**config.mk**
```make
export PLATFORM = sky130hd
export DESIGN_NAME = mono_gfx_regs
export DESIGN_NICKNAME = d
export VERILOG_FILES = /design/src/rtl/mono_gfx_pkg.sv /design/src/rtl/mono_gfx_decode.sv /design/src/rtl/mono_gfx_mode.sv /design/src/rtl/mono_gfx_pen.sv /design/src/rtl/mono_gfx_regs.sv
export SDC_FILE = /design/constraint.sdc
export NUM_CORES = 1
export LEC_CHECK = 0
export ABC_AREA = 1
export ABC_CLOCK_PERIOD_IN_PS = 3050
export BUFFER_PORTS_ARGS = -buffer_cell sky130_fd_sc_hd__clkbuf_2
export CELL_PAD_IN_SITES_DETAIL_PLACEMENT = 1
export CELL_PAD_IN_SITES_GLOBAL_PLACEMENT = 2
export CORE_MARGIN = 10
export CORE_UTILIZATION = 20
export CTS_CLUSTER_SIZE = 20
export DETAILED_ROUTE_END_ITERATION = 12
export PLACE_DENSITY = 0.86
export SLEW_MARGIN = 40
export SYNTH_ARGS = -nofsm -noshare
export SYNTH_HDL_FRONTEND = slang
export SYNTH_SLANG_ARGS = --single-unit
```
**constraint.sdc**
```tcl
create_clock -name clk -period 3.05 [get_ports clk]
set_input_delay 0.61 -clock clk [delete_from_list [all_inputs] [get_ports clk]]
set_output_delay 0.61 -clock clk [all_outputs]
set_load 0.01 [all_outputs]
```
**src/rtl/mono_gfx_pkg.sv**
```systemverilog
`timescale 1ns/1ps
// Shared port addresses, bit positions and decode record for the
// monochrome graphics adapter control registers.
package mono_gfx_pkg;
    localparam logic [15:0] PORT_MODE = 16'h03B8;
    localparam logic [15:0] PORT_PSET = 16'h03B9;
    localparam logic [15:0] PORT_STAT = 16'h03BA;
    localparam logic [15:0] PORT_PCLR = 16'h03BB;
    localparam logic [15:0] PORT_CFG  = 16'h03BF;

    localparam int MODE_GFX   = 1;
    localparam int MODE_DISP  = 3;
    localparam int MODE_BLINK = 5;
    localparam int MODE_PAGE  = 7;
    localparam int CFG_GFX_OK  = 0;
    localparam int CFG_PAGE_OK = 1;

    localparam logic [15:0] SEG_PAGE0 = 16'hB000;
    localparam logic [15:0] SEG_PAGE1 = 16'hB800;

    typedef struct packed {
        logic mode_wr;
        logic cfg_wr;
        logic pset_wr;
        logic pclr_wr;
        logic stat_rd;
        logic mode_rd;
    } io_sel_t;
endpackage

```
**src/rtl/mono_gfx_decode.sv**
```systemverilog
`timescale 1ns/1ps
// Full-width port address decoder. Assumes the address is stable while a
// strobe is high. Produces one select per register access kind.
module mono_gfx_decode
    import mono_gfx_pkg::*;
#(
    parameter int ADDR_W = 16
) (
    input  logic [ADDR_W-1:0] addr,
    input  logic              wr,
    input  logic              rd,
    output io_sel_t           sel
);
    localparam logic [ADDR_W-1:0] A_MODE = ADDR_W'(PORT_MODE);
    localparam logic [ADDR_W-1:0] A_CFG  = ADDR_W'(PORT_CFG);
    localparam logic [ADDR_W-1:0] A_PSET = ADDR_W'(PORT_PSET);
    localparam logic [ADDR_W-1:0] A_PCLR = ADDR_W'(PORT_PCLR);
    localparam logic [ADDR_W-1:0] A_STAT = ADDR_W'(PORT_STAT);

    // Compare every address bit against each register port.
    always_comb begin
        sel.mode_wr = wr && (addr == A_MODE);
        sel.cfg_wr  = wr && (addr == A_CFG);
        sel.pset_wr = wr && (addr == A_PSET);
        sel.pclr_wr = wr && (addr == A_PCLR);
        sel.stat_rd = rd && (addr == A_STAT);
        sel.mode_rd = rd && (addr == A_MODE);
    end
endmodule

```
**src/rtl/mono_gfx_mode.sv**
```systemverilog
`timescale 1ns/1ps
// Mode and configuration registers plus the decoded display controls.
// The configuration register gates graphics at the output and gates the
// page bit both at store time and at the output.
module mono_gfx_mode
    import mono_gfx_pkg::*;
#(
    parameter int DATA_W = 8,
    parameter int SEG_W  = 16
) (
    input  logic              clk,
    input  logic              rst_n,
    input  logic              mode_wr,
    input  logic              cfg_wr,
    input  logic [DATA_W-1:0] wdata,
    output logic [DATA_W-1:0] mode_q,
    output logic [DATA_W-1:0] cfg_q,
    output logic              gfx_en,
    output logic              disp_en,
    output logic              blink_en,
    output logic [SEG_W-1:0]  page_seg
);
    logic [DATA_W-1:0] mode_next;

    // Mask the page bit of an incoming mode byte with the page permission.
    always_comb begin
        mode_next            = wdata;
        mode_next[MODE_PAGE] = wdata[MODE_PAGE] & cfg_q[CFG_PAGE_OK];
    end

    // Hold the mode byte.
    always_ff @(posedge clk) begin
        if (!rst_n)       mode_q <= '0;
        else if (mode_wr) mode_q <= mode_next;
    end

    // Hold the configuration byte.
    always_ff @(posedge clk) begin
        if (!rst_n)      cfg_q <= '0;
        else if (cfg_wr) cfg_q <= wdata;
    end

    // Derive the controls that leave the block.
    always_comb begin
        gfx_en   = mode_q[MODE_GFX] & cfg_q[CFG_GFX_OK];
        disp_en  = mode_q[MODE_DISP];
        blink_en = mode_q[MODE_BLINK];
        page_seg = (mode_q[MODE_PAGE] & cfg_q[CFG_PAGE_OK]) ? SEG_W'(SEG_PAGE1)
                                                            : SEG_W'(SEG_PAGE0);
    end
endmodule

```
**src/rtl/mono_gfx_pen.sv**
```systemverilog
`timescale 1ns/1ps
// Light-pen latch. Assumes pen_trig is already synchronous to clk.
// The set sources (strobe, trigger edge) win over the clear strobe.
module mono_gfx_pen (
    input  logic clk,
    input  logic rst_n,
    input  logic set_wr,
    input  logic clr_wr,
    input  logic trig,
    output logic latch
);
    logic trig_prev;
    logic trig_edge;

    // Detect a low-to-high step of the trigger pin.
    always_comb trig_edge = trig & ~trig_prev;

    // Remember the previous trigger sample.
    always_ff @(posedge clk) begin
        if (!rst_n) trig_prev <= 1'b0;
        else        trig_prev <= trig;
    end

    // Update the latch with set taking priority over clear.
    always_ff @(posedge clk) begin
        if (!rst_n)                  latch <= 1'b0;
        else if (set_wr | trig_edge) latch <= 1'b1;
        else if (clr_wr)             latch <= 1'b0;
    end
endmodule

```
**src/rtl/mono_gfx_regs.sv**
```systemverilog
`timescale 1ns/1ps
// Top: monochrome graphics adapter control registers on an 8-bit I/O bus.
// Read data is combinational. Status merges live timing inputs with the
// pen latch.
module mono_gfx_regs
    import mono_gfx_pkg::*;
#(
    parameter int ADDR_W = 16,
    parameter int DATA_W = 8,
    parameter int SEG_W  = 16
) (
    input  logic              clk,
    input  logic              rst_n,
    input  logic [ADDR_W-1:0] io_addr,
    input  logic [DATA_W-1:0] io_wdata,
    input  logic              io_wr,
    input  logic              io_rd,
    output logic [DATA_W-1:0] io_rdata,
    input  logic              hblank_act,
    input  logic              vsync_act,
    input  logic              video_din,
    input  logic              pen_trig,
    output logic              gfx_en,
    output logic              disp_en,
    output logic              blink_en,
    output logic [SEG_W-1:0]  page_seg
);
    io_sel_t           sel;
    logic [DATA_W-1:0] mode_q;
    logic [DATA_W-1:0] cfg_q;
    logic              pen_latch;
    logic [DATA_W-1:0] status;

    mono_gfx_decode #(.ADDR_W(ADDR_W)) u_dec (
        .addr (io_addr),
        .wr   (io_wr),
        .rd   (io_rd),
        .sel  (sel)
    );

    mono_gfx_mode #(.DATA_W(DATA_W), .SEG_W(SEG_W)) u_mode (
        .clk      (clk),
        .rst_n    (rst_n),
        .mode_wr  (sel.mode_wr),
        .cfg_wr   (sel.cfg_wr),
        .wdata    (io_wdata),
        .mode_q   (mode_q),
        .cfg_q    (cfg_q),
        .gfx_en   (gfx_en),
        .disp_en  (disp_en),
        .blink_en (blink_en),
        .page_seg (page_seg)
    );

    mono_gfx_pen u_pen (
        .clk    (clk),
        .rst_n  (rst_n),
        .set_wr (sel.pset_wr),
        .clr_wr (sel.pclr_wr),
        .trig   (pen_trig),
        .latch  (pen_latch)
    );

    // Assemble the status byte from live inputs and the latch.
    always_comb begin
        status    = '0;
        status[0] = hblank_act;
        status[1] = pen_latch;
        status[3] = video_din;
        status[7] = ~vsync_act;
    end

    // Select read data. Unmapped ports and idle cycles give zero.
    always_comb begin
        if (sel.stat_rd)      io_rdata = status;
        else if (sel.mode_rd) io_rdata = mode_q;
        else                  io_rdata = '0;
    end
endmodule

```
==> results of run 1 <==
final timing paths:
check / startpoint / end / slack (ps) / cells past startpoint
setup / recovery: io_addr[6] / io_rdata[0] / 600 / 7
hold / removal: u_pen.latch$_SDFFE_PN0P_ / u_pen.latch$_SDFFE_PN0P_ / 460 / 2
hold reg to reg: u_pen.latch$_SDFFE_PN0P_ / u_pen.latch$_SDFFE_PN0P_ / 460 / 2
setup reg to reg: u_mode.cfg_q[1]$_SDFFE_PN0P_ / u_mode.mode_q[7]$_SDFFE_PN0P_ / 2280 / 4
cell families after synthesis:
family | after synthesis
flip-flops | 12
buffers and inverters | 46
other | 2
AND/OR/NAND/NOR | 77
AO/OA/AOI/OAI | 8
critical path: stages:
cell      delay (ps)
clkbuf_2          80
inv_1             60
nand4_1          150
nor2_1           210
nand3_1          290
o22ai_1          280
clkbuf_2         170
through the flow:
stage | area (um2) | std cells | utilization [%] | worst slack, ps
global placement | 1070 | 236 | 24.9 | 551
floorplan | 932 | 158 | - | 964
CTS | 1130 | 240 | 26.1 | 574
detailed placement | 1070 | 236 | 24.9 | 575
finish | 1130 | 240 | 26.1 | 600
global route | 1130 | 240 | 26.1 | 438
state kept, by name (all words and copies together) (netlist names):
name and count:
u_mode.mode_q 8, u_mode.cfg_q 2, u_pen.latch 1, u_pen.trig_prev 1
final cells by class:
class                      instances  area, um2  share of cell area [%]
inverter                          29        109                    9.63
multi-input combinational        100        445                    39.4
tap                               52       65.1                    5.76
clock buffer                       4       55.1                    4.87
sequential                        12        240                    21.3
timing repair buffer              43        215                    19.0
routing by layer:
metal	routed length (um)	vias up	global-route usage [%]
li1	-	485	-
met1	1230	392	8.90
met2	1280	35	11.6
met3	275	2	3.38
met4	24	0	2.65
met5	0	-	0
cells in the final DEF, fill, tap and decap left out:
cell	n
o22ai_1	4
conb_1	15
inv_1	29
clkbuf_2	43
nor2_4	1
nor2_1	28
o21ai_0	3
nor3_2	1
nand2_2	1
nor3_1	4
nand4_1	2
a21oi_1	1
dfxtp_1	12
nand3_1	6
nand2_1	30
nand3_4	1
clkbuf_8	4
nor2_2	3
power by group:
| part | internal [uW] | total (uW) | leakage [uW] | switching [uW] |
|---|---|---|---|---|
| clock network | 114 | 180 | 0.0000288 | 65.5 |
| logic | 20.0 | 50.5 | 0.000531 | 30.4 |
| registers | 158 | 159 | 0.0000972 | 0.612 |
==> qor.csv, run 1 <==
metric,value,unit
criticalPathCategory,in2out,
synth_top_area_cell,dfxtp_1,
fill_cells,599,
first_pass_iters,4,
drive_above_1_share,28.7,%
setup_viol,0,
clkTransAtPathRegs,60,ps
startpoint_type,input port,
clock-sinks,12,
synth_top_area_share,27.2,%
power_density,345,nW/um2
via_count,914,
avgRoutedWirePerCell,11.7,um
end_kind,primary output,
start_util,20.4,%
ys_warn_count,0,
postCtsSetupRepairBufs,0,
n_antenna_cell,0,
wl,2810,um
die_w,86.5,um
antenna_found_initial,0,
tns,0,ps
pin_count,59,
worstPathRequired,2440,ps
ys_seq_area_share,27.2,%
final_antenna_net_count,0,
yosysMostFrequentCell,nand2_1,
yosys_register_bits,12,
place.gp.congestion,0.713,
numCtsBuffers,3,
port_buffers,43,
synth_mux_area_share,0,%
gr-usage-all-layers,7.49,%
rsz0062_at_grt,false,
clkLatencyLatePin,240,ps
synth.top_cells.by_count,"nand2_1 (30), inv_1 (29), nor2_1 (28)",
max_freq,408,MHz
cp.arrival,1840,ps
avgSynthCellArea,6.09,um2
critPathMaxFanout,8,
peakVddDrop,130,uV
hold-worst-slack,462,ps
grt_pass1_vias,985,
nNetsFinal,221,
skew,0.100,ps
synth_fa_ha_area_share,0,%
synthTopCellsByArea,"dfxtp_1 (27%), buf_4 (13%), nand2_1 (13%)",
synthCells,145,
hold_class,reg2reg,
netlist_area,883,um2
max_cap_viol_count,0,
cts_max_path_buffers,2,
drc_errors,0,
finalPower,389,uW
synthSimpleGateAreaFrac,39.0,%
ys.flop_type,dfxtp_1,
std_cell_rows,24,
routed_via_density,3.81,
synth_top_family_by_area,simple AND/OR/NAND/NOR gates,
synth_cell_types,19,
hpwl,2420,um
htree_levels,1,
grt_pass1_wl,4600,um
hold_viol_final,0,
grt_max_degree,17,
grt-ovfl-total,0,
cts_tree,done,
fin_crit,2450,ps
die_h,86.5,um
cts_hold_buf,0,
async_flop_share,0,%
min_period_over_period,80.3,%
dieArea,7480,um2
area_growth,27.9,%
status,"complete, no violations",
clockRootBuffer,clkbuf_8,
power_leakage,0.000657,uW
synth_edf_count,0,
synth_compound_area_share,5.10,%
final-max-slew-violation-count,0,
initialDrtViolationCount,22,
core-area,4320,um2
synthXorXnorAreaFrac,0,%
cts_resized,0,
(Power assumes the default switching activity.)
==> run 2, diff against run 1 <==
- ABC_AREA: 1 -> 0
- ABC_CLOCK_PERIOD_IN_PS: 3050 -> 2300
- PLACE_DENSITY: 0.86 -> 0.82
- clock period: 3.05 -> 2.3 ns (I/O delays scaled with it)
==> qor.csv, run 2 <==
metric,value,unit
status,finished with violations,
violations,negative setup slack,
cts_hold_buf,0,
synthCells,93,
min_period_over_period,115,%
synthTopCellsByArea,"dfxtp_1 (30%), buf_4 (14%), mux2i_1 (13%)",
std_cell_rows,22,
synth_cell_types,25,
ys_seq_area_share,30.2,%
numCtsBuffers,3,
synth_edf_count,0,
clockRootBuffer,clkbuf_8,
start_util,21.2,%
final-max-slew-violation-count,0,
startpoint_type,input port,
port_buffers,43,
worstPathRequired,1840,ps
wl,2620,um
synth_top_area_share,30.2,%
final_cell_mix,"clkbuf_2 (33), nand2_1 (18), conb_1 (15)",
max_cap_viol_count,0,
largest_register,u_mode.mode_q,
seqPwrFrac,45.8,%
drt-met1-wl,965,um
via_count,763,
switching_share,22.7,%
yosysMostFrequentCell,nand2_1,
dp_cells,181,
setup_viol,8,
avgRoutedWirePerCell,14.0,um
area_growth,43.9,%
dr_wl_met2,1390,um
clock_power_share,39.7,%
grt_max_degree,21,
final_antenna_net_count,0,
instances_no_fill,187,
wl_met3,261,um
hold_class,in2reg,
async_flop_share,0,%
power_switching,105,uW
grt_pass1_wl,4150,um
grt-ovfl-total,0,
routed_via_density,4.08,
crit_slowest_cell,or4_4,
intPower,357,uW
nNetsFinal,173,
fin_ws,-341,ps
criticalPathCategory,in2out,
hold_viol_final,0,
fill_cells,494,
combinationalPowerShare,14.5,%
grt_pass1_vias,869,
avgSynthCellArea,8.54,um2
fin_crit,2640,ps
top_regs,"u_mode.mode_q (8), u_mode.cfg_q (2)",
r2r_setup_slack,1610,ps
rr_startpoint,u_pen.latch$_SDFFE_PN0P_,
antenna_found_initial,0,
maxUsedRoutingLayer,met3,
die_h,83.0,um
end_kind,primary output,
ys_warn_count,0,
first_pass_iters,4,
cts_max_path_buffers,2,
hold-worst-slack,441,ps
skew,0.0549,ps
clock-sinks,12,
slowest_delay,580,ps
power_leakage,0.000593,uW
pin_count,59,
cp-endpoint,io_rdata[3],
critPathMaxFanout,8,
reg2regPathDepth,2,
path_cells,buf_6 -> or4b_4 -> or4_4 -> nor2_4 -> a22o_1 -> buf_2,
n_antenna_cell,0,
dieArea,6890,um2
ys.flop_type,dfxtp_1,
peakVddDrop,326,uV
power_density,404,nW/um2
rsz0062_at_grt,true,
max_freq,379,MHz
cp.arrival,2180,ps
die_w,83.0,um
hpwl,2220,um
netlist_area,795,um2
gr-usage-all-layers,7.23,%
synth_top_area_cell,dfxtp_1,
clkLatencyLatePin,230,ps
drive_above_1_share,45.3,%
synth.top_cells.by_count,"nand2_1 (18), buf_4 (15), dfxtp_1 (12)",
yosys_register_bits,12,
largest_reg_flops,8,
startpoint,io_addr[10],
drc_errors,0,
initialDrtViolationCount,17,
cts_tree,done,
clkTransAtPathRegs,50,ps
r2r-end,u_pen.latch$_SDFFE_PN0P_,
layout_commonest_cell,clkbuf_2,
place.gp.congestion,0.674,
core-area,3740,um2
htree_levels,1,
-- run 2: changes by cell type after synthesis, moves of 7 or more --
cell / change
and2_1: +7
nor2_1: -28
mux2i_1: +10
nand2_1: -12
inv_1: -24
-- run 2: how the worst min path moves through the flow --
stage / slack [ps] / to / start / cells after the start
CTS: 440 / u_pen.trig_prev$_SDFF_PN0_ / pen_trig / 2
global route: 450 / u_pen.trig_prev$_SDFF_PN0_ / pen_trig / 2
finish: 440 / u_pen.trig_prev$_SDFF_PN0_ / pen_trig / 2
floorplan: 430 / u_mode.cfg_q[0]$_SDFFE_PN0P_ / u_mode.cfg_q[0]$_SDFFE_PN0P_ / 2
global placement: 440 / u_mode.cfg_q[0]$_SDFFE_PN0P_ / u_mode.cfg_q[0]$_SDFFE_PN0P_ / 2
detailed placement: 450 / u_mode.cfg_q[0]$_SDFFE_PN0P_ / u_mode.cfg_q[0]$_SDFFE_PN0P_ / 2
-- run 2: timing repair --
action | 4_1_cts | 5_1_grt
pin swaps | 7 | 1
setup endpoints to repair | 8 | 8
resized for setup | 2 | 14
buffers inserted | 1 | 2
-- run 2: kinds of logic (layout without fill, tap and decap cells) --
| family | Yosys count | count (layout) | share of synthesized area, % |
|---|---|---|---|
| AOI/OAI and AO/OA | 7 | 7 | 7.24 |
| buffers and inverters | 23 | 56 | 18.1 |
| DFF | 12 | 12 | 30.2 |
| muxes | 10 | 10 | 12.6 |
| other | 2 | 15 | 0.945 |
| and+or+nand+nor | 39 | 39 | 30.9 |
-- run 2: area by class of cell --
cell class / instances / area, um2 / area share (%)
well taps: 48 / 60.1 / 5.25
repair buffers: 48 / 310 / 27.1
inverters: 5 / 18.8 / 1.64
clock buffers: 3 / 41.3 / 3.61
multi-input cells: 71 / 473 / 41.4
flip-flops and latches: 12 / 240 / 21.0
-- run 2: per-stage QoR --
stage                     setup slack [ps]  utilization (%)  setup TNS (ps)  power, uW  area (um2)
after floorplan                       -134                -            -698        262         857
after global placement                -413             27.3           -3050        273        1020
after detailed placement              -419             27.3           -3110        276        1020
after CTS                             -369             29.1           -2870        466        1090
after global routing                  -417             30.5           -3090        490        1140
final                                 -341             30.5           -2550        462        1140
-- run 2: layer usage --
layer	track usage (%)	vias to the layer above
met5	0	-
met1	6.69	348
met3	4.59	0
met4	0.462	0
met2	13.5	38
li1	-	377
-- run 2: power groups by stage --
| stage | Clock (uW) | Combinational, uW | Sequential, uW |
|---|---|---|---|
| after floorplan | 0 | 46.9 | 215 |
| after global placement | 0 | 57.3 | 216 |
| after detailed placement | 0 | 60.5 | 216 |
| after CTS | 193 | 61.9 | 212 |
| after global routing | 205 | 73.7 | 212 |
| final | 183 | 66.9 | 212 |
-- run 2: critical path: cells and delay by family --
kind	cells	cell delay, ps
simple gates	3	1310
compound gates	1	190
buf+inv	2	220
